**config.mk**
```make
export PLATFORM = sky130hd
export DESIGN_NAME = rdq_tiered
export DESIGN_NICKNAME = d
export VERILOG_FILES = /design/src/rtl/rdq_pkg.sv /design/src/rtl/rdq_classify.sv /design/src/rtl/rdq_admit.sv /design/src/rtl/rdq_ctrl.sv /design/src/rtl/rdq_store.sv /design/src/rtl/rdq_tiered.sv
export SDC_FILE = /design/constraint.sdc
export NUM_CORES = 1
export LEC_CHECK = 0
export CORE_MARGIN = 5
export CORE_UTILIZATION = 62
export CTS_CLUSTER_DIAMETER = 120
export CTS_CLUSTER_SIZE = 28
export DETAILED_ROUTE_END_ITERATION = 12
export PLACE_DENSITY = 0.95
export SYNTH_ARGS = -nofsm -noshare
export SYNTH_HDL_FRONTEND = slang
export SYNTH_HIERARCHICAL = 1
export SYNTH_SLANG_ARGS = --single-unit
```
**constraint.sdc**
```tcl
create_clock -name clk -period 10.6 [get_ports clk]
set_input_delay 1.59 -clock clk [delete_from_list [all_inputs] [get_ports clk]]
set_output_delay 1.59 -clock clk [all_outputs]
set_load 0.01 [all_outputs]
```
**src/rtl/rdq_pkg.sv**
```systemverilog
package rdq_pkg;
    typedef enum logic [1:0] {
        TIER_LOW  = 2'd0,
        TIER_MID  = 2'd1,
        TIER_HIGH = 2'd2
    } tier_e;

    typedef enum logic [1:0] {
        ST_EMPTY  = 2'd0,
        ST_ACTIVE = 2'd1,
        ST_FULL   = 2'd2
    } fill_e;
endpackage

```
**src/rtl/rdq_classify.sv**
```systemverilog
module rdq_classify
    import rdq_pkg::*;
#(
    parameter int QOS_W = 4
) (
    input  logic [QOS_W-1:0] qos,
    input  logic [QOS_W-1:0] thr_lo,
    input  logic [QOS_W-1:0] thr_hi,
    output tier_e            tier,
    output logic             thr_bad
);
    always_comb begin
        thr_bad = (thr_lo >= thr_hi);
        // high test first, so inverted thresholds leave only two tiers
        if (qos >= thr_hi)
            tier = TIER_HIGH;
        else if (qos <= thr_lo)
            tier = TIER_LOW;
        else
            tier = TIER_MID;
    end
endmodule

```
**src/rtl/rdq_admit.sv**
```systemverilog
module rdq_admit
    import rdq_pkg::*;
#(
    parameter int DEPTH = 8,
    parameter int CNT_W = $clog2(DEPTH + 1)
) (
    input  tier_e            tier,
    input  logic [CNT_W-1:0] fill,
    input  logic [CNT_W-1:0] rsv_hi,
    input  logic [CNT_W-1:0] rsv_mid,
    input  logic             thr_bad,
    output logic             grant,
    output logic             cfg_err
);
    localparam int EW = CNT_W + 1;
    localparam logic [EW-1:0] CAP = EW'(DEPTH);

    logic [EW-1:0] rh_eff, rm_eff, room, lim_low, lim_mid, rsv_sum, fill_x;

    always_comb begin
        fill_x  = {1'b0, fill};
        rh_eff  = ({1'b0, rsv_hi} > CAP) ? CAP : {1'b0, rsv_hi};
        room    = CAP - rh_eff;
        rm_eff  = ({1'b0, rsv_mid} > room) ? room : {1'b0, rsv_mid};
        lim_mid = room;
        lim_low = room - rm_eff;
        rsv_sum = {1'b0, rsv_hi} + {1'b0, rsv_mid};
        cfg_err = thr_bad | (rsv_sum > CAP);
        unique case (tier)
            TIER_LOW:  grant = (fill_x < lim_low);
            TIER_MID:  grant = (fill_x < lim_mid);
            TIER_HIGH: grant = (fill_x < CAP);
            default:   grant = 1'b0;
        endcase
    end

    // limits must be ordered: low <= mid <= full capacity
    always_comb begin
        a_r8_limit_order: assert (lim_low <= lim_mid && lim_mid <= CAP)
            else $error("a_r8_limit_order: reserve clamp produced disordered limits");
    end
endmodule

```
**src/rtl/rdq_ctrl.sv**
```systemverilog
module rdq_ctrl
    import rdq_pkg::*;
#(
    parameter int DEPTH = 8,
    parameter int CNT_W = $clog2(DEPTH + 1),
    parameter int PTR_W = (DEPTH > 1) ? $clog2(DEPTH) : 1
) (
    input  logic             clk,
    input  logic             rst_n,
    input  logic             push,
    input  logic             pop,
    output logic             not_empty,
    output logic [CNT_W-1:0] count,
    output logic [PTR_W-1:0] wr_ptr,
    output logic [PTR_W-1:0] rd_ptr
);
    localparam logic [PTR_W-1:0] LAST = PTR_W'(DEPTH - 1);
    localparam logic [CNT_W-1:0] CAP  = CNT_W'(DEPTH);

    fill_e            state, state_nxt;
    logic [CNT_W-1:0] cnt_nxt;

    always_comb begin
        cnt_nxt = count + CNT_W'(push) - CNT_W'(pop);
    end

    // next state: T_FIRST, T_FILL, T_RELEASE, T_DRAIN
    always_comb begin
        state_nxt = state;
        unique case (state)
            ST_EMPTY:  if (push) state_nxt = (cnt_nxt == CAP) ? ST_FULL : ST_ACTIVE;
            ST_ACTIVE: begin
                if (cnt_nxt == '0)      state_nxt = ST_EMPTY;
                else if (cnt_nxt == CAP) state_nxt = ST_FULL;
            end
            ST_FULL:   if (pop) state_nxt = (cnt_nxt == '0) ? ST_EMPTY : ST_ACTIVE;
            default:   state_nxt = ST_EMPTY;
        endcase
    end

    // state register
    always_ff @(posedge clk) begin
        if (!rst_n) begin
            state  <= ST_EMPTY;
            count  <= '0;
            wr_ptr <= '0;
            rd_ptr <= '0;
        end else begin
            state <= state_nxt;
            count <= cnt_nxt;
            if (push) wr_ptr <= (wr_ptr == LAST) ? '0 : wr_ptr + 1'b1;
            if (pop)  rd_ptr <= (rd_ptr == LAST) ? '0 : rd_ptr + 1'b1;
        end
    end

    // outputs
    always_comb begin
        not_empty = (state != ST_EMPTY);
    end

    a_r7_no_overflow: assert property (@(posedge clk) disable iff (!rst_n)
        count <= CAP)
        else $error("a_r7_no_overflow");

    a_r6_empty_state: assert property (@(posedge clk) disable iff (!rst_n)
        (state == ST_EMPTY) == (count == '0))
        else $error("a_r6_empty_state");

    a_r4_full_state: assert property (@(posedge clk) disable iff (!rst_n)
        (state == ST_FULL) == (count == CAP))
        else $error("a_r4_full_state");

    a_r7_no_push_full: assert property (@(posedge clk) disable iff (!rst_n)
        state == ST_FULL |-> !push)
        else $error("a_r7_no_push_full");
endmodule

```
**src/rtl/rdq_store.sv**
```systemverilog
module rdq_store #(
    parameter int DEPTH = 8,
    parameter int WIDTH = 18,
    parameter int PTR_W = (DEPTH > 1) ? $clog2(DEPTH) : 1
) (
    input  logic             clk,
    input  logic             we,
    input  logic [PTR_W-1:0] wptr,
    input  logic [WIDTH-1:0] wdata,
    input  logic [PTR_W-1:0] rptr,
    output logic [WIDTH-1:0] rdata
);
    logic [WIDTH-1:0] mem [DEPTH];

    always_ff @(posedge clk) begin
        if (we) mem[wptr] <= wdata;
    end

    always_comb begin
        rdata = mem[rptr];
    end
endmodule

```
**src/rtl/rdq_tiered.sv**
```systemverilog
module rdq_tiered
    import rdq_pkg::*;
#(
    parameter int DEPTH  = 8,
    parameter int QOS_W  = 4,
    parameter int ADDR_W = 12,
    parameter int CNT_W  = $clog2(DEPTH + 1)
) (
    input  logic              clk,
    input  logic              rst_n,
    input  logic [QOS_W-1:0]  cfg_thr_lo,
    input  logic [QOS_W-1:0]  cfg_thr_hi,
    input  logic [CNT_W-1:0]  cfg_rsv_hi,
    input  logic [CNT_W-1:0]  cfg_rsv_mid,
    output logic              cfg_err,
    input  logic              in_valid,
    output logic              in_ready,
    input  logic [QOS_W-1:0]  in_qos,
    input  logic [ADDR_W-1:0] in_addr,
    output logic              out_valid,
    input  logic              out_ready,
    output logic [QOS_W-1:0]  out_qos,
    output logic [ADDR_W-1:0] out_addr,
    output logic [1:0]        out_tier,
    output logic [CNT_W-1:0]  fill_level
);
    localparam int PTR_W = (DEPTH > 1) ? $clog2(DEPTH) : 1;
    localparam int ENT_W = 2 + QOS_W + ADDR_W;

    tier_e            in_tier;
    logic             thr_bad, grant, push, pop, not_empty;
    logic [PTR_W-1:0] wr_ptr, rd_ptr;
    logic [ENT_W-1:0] head;

    rdq_classify #(.QOS_W(QOS_W)) u_class (
        .qos(in_qos), .thr_lo(cfg_thr_lo), .thr_hi(cfg_thr_hi),
        .tier(in_tier), .thr_bad(thr_bad)
    );

    rdq_admit #(.DEPTH(DEPTH), .CNT_W(CNT_W)) u_admit (
        .tier(in_tier), .fill(fill_level), .rsv_hi(cfg_rsv_hi),
        .rsv_mid(cfg_rsv_mid), .thr_bad(thr_bad),
        .grant(grant), .cfg_err(cfg_err)
    );

    rdq_ctrl #(.DEPTH(DEPTH), .CNT_W(CNT_W), .PTR_W(PTR_W)) u_ctrl (
        .clk(clk), .rst_n(rst_n), .push(push), .pop(pop),
        .not_empty(not_empty), .count(fill_level),
        .wr_ptr(wr_ptr), .rd_ptr(rd_ptr)
    );

    rdq_store #(.DEPTH(DEPTH), .WIDTH(ENT_W), .PTR_W(PTR_W)) u_store (
        .clk(clk), .we(push), .wptr(wr_ptr),
        .wdata({in_tier, in_qos, in_addr}),
        .rptr(rd_ptr), .rdata(head)
    );

    always_comb begin
        in_ready  = grant;
        push      = in_valid & grant;
        out_valid = not_empty;
        pop       = not_empty & out_ready;
        out_tier  = head[ENT_W-1 -: 2];
        out_qos   = head[ADDR_W +: QOS_W];
        out_addr  = head[ADDR_W-1:0];
    end

    a_r2_low_room: assert property (@(posedge clk) disable iff (!rst_n)
        (!cfg_err && push && in_tier == TIER_LOW) |->
            (int'(fill_level) + int'(cfg_rsv_hi) + int'(cfg_rsv_mid) < DEPTH))
        else $error("a_r2_low_room");

    a_r3_mid_room: assert property (@(posedge clk) disable iff (!rst_n)
        (!cfg_err && push && in_tier == TIER_MID) |->
            (int'(fill_level) + int'(cfg_rsv_hi) < DEPTH))
        else $error("a_r3_mid_room");

    a_r4_high_open: assert property (@(posedge clk) disable iff (!rst_n)
        (in_tier == TIER_HIGH && int'(fill_level) < DEPTH) |-> in_ready)
        else $error("a_r4_high_open");

    a_r6_head_hold: assert property (@(posedge clk) disable iff (!rst_n)
        (out_valid && !out_ready) |=> (out_valid && $stable(out_addr)
                                      && $stable(out_qos) && $stable(out_tier)))
        else $error("a_r6_head_hold");

    a_r1_tier_code: assert property (@(posedge clk) disable iff (!rst_n)
        out_valid |-> out_tier != 2'd3)
        else $error("a_r1_tier_code");
endmodule

```
# [Word-level counts from Yosys, hierarchy flattened]
# Memory sizes are Yosys's and may differ from the RTL's. A register that Yosys moved wholly into a read port is not among the register bits.
# Cells that the tools add are included.
[totals] ramBits=144 inputBits=36 register_bits=12 wordCells=57 out_inout_bits=25 memories=1
[op_classes] n_addsub=7 order_cmp=9 n_mux=18 bitwise_logic=3 eq_ne=10 reduce_logical=5
[memory_table] name="u_store.mem" words=8 width=18 rd=1 rd_clocked_by_memory_dff=1 write_ports=1 line="rdq_store.sv:13" source="logic [WIDTH-1:0] mem [DEPTH];"
[op_table] cell="$mux W2" count=6
[op_table] cell="$mux W3" count=4
[op_table] cell="$lt A4 B5 Y1" count=2
[op_table] cell="$ge A4 B4 Y1" count=2
[op_table] cell="$add A3 B1 Y3 const B" count=2
[op_table] cell="$eq A3 B3 Y1 const B" count=2
[op_table] cell="$pmux W2 S3" count=1
[op_table] cell="$add A4 B4 Y5" count=1
[op_table] cell="$gt A4 B5 Y1" count=1
[op_table] cell="$gt A5 B4 Y1 const B" count=1
[op_table] cell="$mux W5" count=1
[op_table] cell="$sub A4 B5 Y5 const A" count=1
[op_table] cell="$sub A5 B5 Y5" count=1
[op_table] cell="$add A4 B1 Y4" count=1
[op_table] cell="$eq A2 B1 Y1 const B" count=2
[op_table] cell="$eq A2 B2 Y1 const B" count=2
[op_table] cell="$eq A4 B4 Y1 const B" count=1
[op_table] cell="$gt A4 B4 Y1 const B" count=1
[op_table] cell="$le A4 B4 Y1" count=1
[op_table] cell="$logic_not A2 Y1" count=2
[op_table] cell="$logic_not A4 Y1" count=1
[op_table] cell="$lt A4 B4 Y1 const B" count=1
[op_table] cell="$mux W1" count=4
[op_table] cell="$mux W4" count=1
[op_table] cell="other kinds (8)" count=10

# [Longest topological paths before layout]
[logic_depth] word_depth=15 mapped_depth=27 mapped_depth_nobuf=26

# [Modules after synthesis]
# The synthesis kept the hierarchy.
[modules_own_cells] mod="rdq_store" seq_area_each_um2=4324.1 area_per_inst_um2=5604.1 cells_each=221 instances=1
[modules_own_cells] mod="rdq_admit" seq_area_each_um2=0.0 area_per_inst_um2=715.7 cells_each=95 instances=1
[modules_own_cells] mod="rdq_ctrl" seq_area_each_um2=240.2 area_per_inst_um2=661.9 cells_each=67 instances=1
[modules_own_cells] mod="rdq_classify" seq_area_each_um2=0.0 area_per_inst_um2=279.0 cells_each=34 instances=1
[modules_own_cells] mod="rdq_tiered" seq_area_each_um2=0.0 area_per_inst_um2=12.5 cells_each=2 instances=1

# [Worst setup path after synthesis]
# No wires, ideal clock.
[synth_path] path_kind="input to register" startpoint="input cfg_rsv_hi[1]" endpoint="memory u_store.mem[0][0] (enable)" required_time_ns=10.184 t_arrival_ns=6.416 setup_slack_ns=3.768 path_stages=21 cell_sequence="buf_2 > xnor2_1 > nor2_1 > inv_1 > ha_1 > nor2b_1 > o31ai_4 > nor2_2 > o32a_1 > o211ai_1 > ha_1 > fa_1 > ha_1 > o21a_1 > o21a_1 > o21a_1 > o21ai_0 > a32o_1 > and2_1 > nand2b_1 > nor3_1"
[synth_between] elab_chain_len=11 elab_cells_between_ends=12
[synth_rtl] item="from (decl)" line="rdq_tiered.sv:13" source="input logic [CNT_W-1:0] cfg_rsv_hi,"
[synth_rtl] item="$gt A4 B4 Y1" line="rdq_admit.sv:22" source="rh_eff = ({1'b0, rsv_hi} > CAP) ? CAP : {1'b0, rsv_hi};"
[synth_rtl] item="$mux W4 (*)" line="rdq_admit.sv:22"
[synth_rtl] item="$sub A4 B5 Y5 (*)" line="rdq_admit.sv:23" source="room = CAP - rh_eff;"
[synth_rtl] item="$gt A4 B5 Y1" line="rdq_admit.sv:24" source="rm_eff = ({1'b0, rsv_mid} > room) ? room : {1'b0, rsv_mid};"
[synth_rtl] item="$mux W5" line="rdq_admit.sv:24"
[synth_rtl] item="$sub A5 B5 Y5" line="rdq_admit.sv:26" source="lim_low = room - rm_eff;"
[synth_rtl] item="$lt A4 B5 Y1" line="rdq_admit.sv:30" source="TIER_LOW: grant = (fill_x < lim_low);"
[synth_rtl] item="$pmux W1 S3 (*)" line="rdq_admit.sv:29" source="unique case (tier)"
[synth_rtl] item="named net in_ready" line="rdq_tiered.sv:17" source="output logic in_ready,"
[synth_rtl] item="$and A1 B1 Y1 (*)" line="rdq_tiered.sv:60" source="push = in_valid & grant;"
[synth_rtl] item="named net push" line="rdq_tiered.sv:31" source="logic thr_bad, grant, push, pop, not_empty;"
[synth_rtl] item="$mux W1 (*)" line="rdq_store.sv:16" source="if (we) mem[wptr] <= wdata;"
[synth_rtl] item="$mux W1 (not written as such) (*)" line="rdq_store.sv:16"
[synth_rtl] item="to (decl)" line="rdq_store.sv:13"
# The timed path passes the listed nets; every way through them passes the cells marked *.

# [Final worst setup path]
[layout_path] startpoint="input cfg_rsv_hi[0]" endpoint="output in_ready"
[layout_between] elab_chain_len=8 elab_cells_between_ends=9
[layout_rtl] item="$gt A4 B4 Y1" line="rdq_admit.sv:22"
[layout_rtl] item="$mux W4 (*)" line="rdq_admit.sv:22"
[layout_rtl] item="$sub A4 B5 Y5 (*)" line="rdq_admit.sv:23"
[layout_rtl] item="$gt A4 B5 Y1" line="rdq_admit.sv:24"
[layout_rtl] item="$mux W5" line="rdq_admit.sv:24"
[layout_rtl] item="$sub A5 B5 Y5" line="rdq_admit.sv:26"
[layout_rtl] item="$lt A4 B5 Y1" line="rdq_admit.sv:30"
[layout_rtl] item="$pmux W1 S3 (*)" line="rdq_admit.sv:29"
[layout_rtl] item="to (decl)" line="rdq_tiered.sv:17"
# Mark *: on every way between the ends. The rest lies on a longest branch, timed or not.

==> results by group <==
Logic synthesis
  – Post-synthesis mux area share: between 10% and 20%
  – Yosys reg bits: 156
  – Synth warnings: 6
  – Mapped Area: slightly above 0.007 mm²
  – Main flop type after synthesis: edfxtp_1
  – Post-Syn Area per Cell: 17.4 µm²
  – Cells after synthesis: between 400 and 500
  – Asr flop ratio synth: 0%
  – Netlist cell types: 52
  – Synth Area in XOR/XNOR: less than 1%
  – Synth Area in Compound Gates: approximately 4.7%
  – Post-synth EDFFs: 144
  – Simple-gate share of the synthesized area: 5.68%
  – Post-Syn Nets: slightly below 500
  – Adder-Cell Fraction of Synth Area: roughly 6.7%
  – Post-synthesis sequential area ratio: 62.8%
  – Largest family of logic cells by synthesized area: multiplexers

STA
  – Fin. Hold Viols: 0
  – Worst-Margin Slew: between 1000 and 1500 ps
  – Period minus WS final: roughly 8000 ps
  – RSZ-0062 raised after global routing: false
  – Setup TNS: 0 ps
  – Setup ws final: 2800 ps
  – Clock skew: 5.91 ps
  – Setup violations, final: 0
  – Crit share post-route: 73.6%
  – Worst relative slew slack: between 20% and 30%
  – FMAX: about 130 MHz
  – Max-slew violation count: 0

GRT
  – Vias in the first global route: between 4000 and 5000
  – Initial antenna violation count: 0
  – Largest net degree at the start of global routing: 40
  – Global-route wire length before repair: about 23 mm
  – GRT Total Usage: a little over a fifth
  – Grt total ovfl: 0

Detailed routing
  – DR vias/cell: 6.21
  – 1st-pass router iterations: 5
  – Residual DRC: 0
  – DR WL/cell: 22.6 µm
  – Initial DRC count: about 300
  – WL final: ~15 mm
  – Post-DRT Antenna Nets: 0
  – Vias: ~4000

Clock network
  – Root buf cell: clkbuf_16
  – Sink Count: around 160
  – Reg clk slew, reported paths: roughly 60 ps
  – H-Tree Depth: 4
  – Max clock buf depth: 2
  – Cts repair resizes: 0
  – CTS hold repair buffers: 0
  – Cts bufs inserted: 17
  – CTS tree: built
  – Post-CTS Setup Inserts: 0
  – Clk Latency, worst-skew pair: around 420 ps

Power
  – Clock share of power: approximately 33%
  – Reg power frac: approximately 44%
  – Static leakage: 2.98 nW
  – P_int: between 0.001 and 0.0015 W
  – Switching share of power: a little over a quarter
  – Pwr dens: 205 mW/mm²
  – Gate power share: 23.8%
  – Net Sw Power: around 0.00046 W
  – Overall Power: 0.00176 W
  – Peak VDD IR: about 0.17 mV

Critical path
  – Worst EP arrival: roughly 6200 ps
  – Worst r2r src: u_ctrl/count[1]
  – Critical path class: primary input to primary output
  – Worst Path Required: 9010 ps
  – CP Launch Point: cfg_rsv_hi[0]
  – Worst Path Max Fanout: 9
  – FF-to-FF setup slack: roughly 7000 ps
  – Startpoint Class: primary input
  – Slowest cell on the critical path: clkdlybuf4s50_1
  – Largest stage delay, worst path: 650 ps
  – CP Cell Sequence: clkdlybuf4s50_1 > xnor2_1 > nor2_1 > inv_1 > ha_1 > nor2b_1 > o211ai_1 > a22oi_1 > o211ai_1 > ha_1 > fa_1 > ha_1 > o21a_1 > o21a_1 > o21a_1 > o21ai_0 > a32o_1 > clkdlybuf4s50_1
  – Endpoint type of the worst setup path: primary output

Placed design
  – Port Buffers: 60
  – Detail Placement HPWL: roughly 9.0 mm
  – Placed cell area: 0.00802 mm²
  – Pre-CTS setup slack: ~2900 ps
  – Placed cells: between 600 and 700
  – Routability cong.: roughly 0.87

Layout
  – Share of layout cells above drive strength 1: ~14%
  – Non-filler instance count after layout: 646
  – Post-route cell area: 0.00858 mm²
  – Layout area overhead: 18.0%
  – Diode count: 0
  – Nets: around 560

Floorplanning
  – Die H: between 100 and 150 µm
  – Row count: 39
  – Core ar.: ~0.011 mm²
  – Die footprint: between 0.01 and 0.015 mm²
  – Starting density of the core: a little under two thirds
  – Chip width: ~120 µm
  – Top-Level Pins: 61

Min path
  – Hold Startpoint: u_ctrl/wr_ptr[2]
  – Worst hold path class: flop to flop

Flow run
  – Max-cap violations: 0

Status
  – Outcome: finished clean
## cells in the mapped netlist (4+ instances only)
cell | number | area [µm²]
o21ai_0 | 6 | 30.0
inv_1 | 23 | 86.3
ha_1 | 34 | 425
dfxtp_1 | 12 | 240
mux4_1 | 36 | 946
buf_6 | 5 | 56.3
nor2_1 | 18 | 67.6
o211ai_1 | 5 | 37.5
edfxtp_1 | 144 | 4320
o21a_1 | 5 | 37.5
mux2_2 | 18 | 203
nand2_1 | 9 | 33.8
nor3_1 | 4 | 20.0
xnor2_1 | 4 | 35.0
a21oi_1 | 10 | 50.1
nand3b_1 | 4 | 30.0
and2_1 | 4 | 25.0
nor2b_1 | 12 | 75.1
mux2i_1 | 6 | 60.1
nand2b_1 | 10 | 62.6
## routing by layer
layer | GRT usage [%] | vias up | share of wire [%]
met2 | 37.1 | 151 | 53
met3 | 6.59 | 28 | 5.9
li1 | - | 1818 | -
met5 | 0 | - | 0
met4 | 7.46 | 0 | 2.2
met1 | 26.8 | 2013 | 39
## cell type report
cell class / instances / area, µm²
Sequential cell: 156 / 4570
Fill cell: 632 / 2880
Multi-Input combinational cell: 223 / 2520
Timing Repair Buffer: 68 / 661
Clock buffer: 22 / 444
Tap cell: 143 / 179
Clock inverter: 10 / 119
Inverter: 24 / 91.3
## registers in the layout, indices dropped and copies added (netlist names)
signal         cells
u_store/mem      144
u_ctrl/count       4
u_ctrl/rd_ptr      3
u_ctrl/wr_ptr      3
u_ctrl/state       2
## power groups by stage
stage | clock [W] | sequential, W | combinational, W
floorplan | 0 | 0.000748 | 0.000292
global placement | 0 | 0.000772 | 0.000393
detailed placement | 0 | 0.000776 | 0.000413
CTS | 0.000579 | 0.000766 | 0.000420
global route | 0.000617 | 0.000770 | 0.000453
finish | 0.000575 | 0.000765 | 0.000418
## worst paths after layout
check | cells after the start | endpoint
worst max register to register | 10 | u_store/mem[6][7]
worst min register to register | 2 | u_ctrl/wr_ptr[2]
worst min-delay path | 2 | u_ctrl/wr_ptr[2]
worst max-delay path | 18 | in_ready
## cells in the final DEF (no fill, tap or decap), types with 4 or more instances in the layout
cell type / netlist / routed
clkbuf_16: 0 / 17
nor2_1: 18 / 18
nand2_1: 9 / 9
mux2i_1: 6 / 6
dfxtp_1: 12 / 10
buf_4: 0 / 8
nand3b_1: 4 / 4
a21oi_1: 10 / 10
o21a_1: 5 / 5
inv_1: 23 / 23
clkdlybuf4s50_1: 0 / 60
nand2b_1: 10 / 10
o21ai_0: 6 / 6
mux4_1: 36 / 36
nor2b_1: 12 / 12
edfxtp_1: 144 / 144
clkbuf_1: 3 / 5
mux2_2: 18 / 18
xnor2_1: 4 / 4
o211ai_1: 5 / 5
ha_1: 34 / 34
and2_1: 4 / 4
## worst max-delay path, delay by kind of cell
| family | cells | cell delay (ps) |
|---|---|---|
| compound gates | 8 | 1360 |
| simple gates | 2 | 500 |
| buf+inv | 3 | 1330 |
| xor+xnor | 1 | 120 |
| fa+ha+maj | 4 | 1300 |
## stage by stage
stage | hold slack (ps) | util (%)
2_1_floorplan | 509 | -
3_3_place_gp | 540 | 70.0
3_5_place_dp | 583 | 70.0
4_1_cts | 592 | 74.9
6_report | 598 | 74.9
5_1_grt | 623 | 74.9
## kinds of logic after synthesis
kind of cell | after synthesis
AOI/OAI and AO/OA | 46
buffers and inverters | 40
muxes | 61
xor gates and xnor gates | 6
adders and majority gates | 37
and+or+nand+nor | 73
DFF | 156
Note: power is estimated with default switching activity, not from simulation.
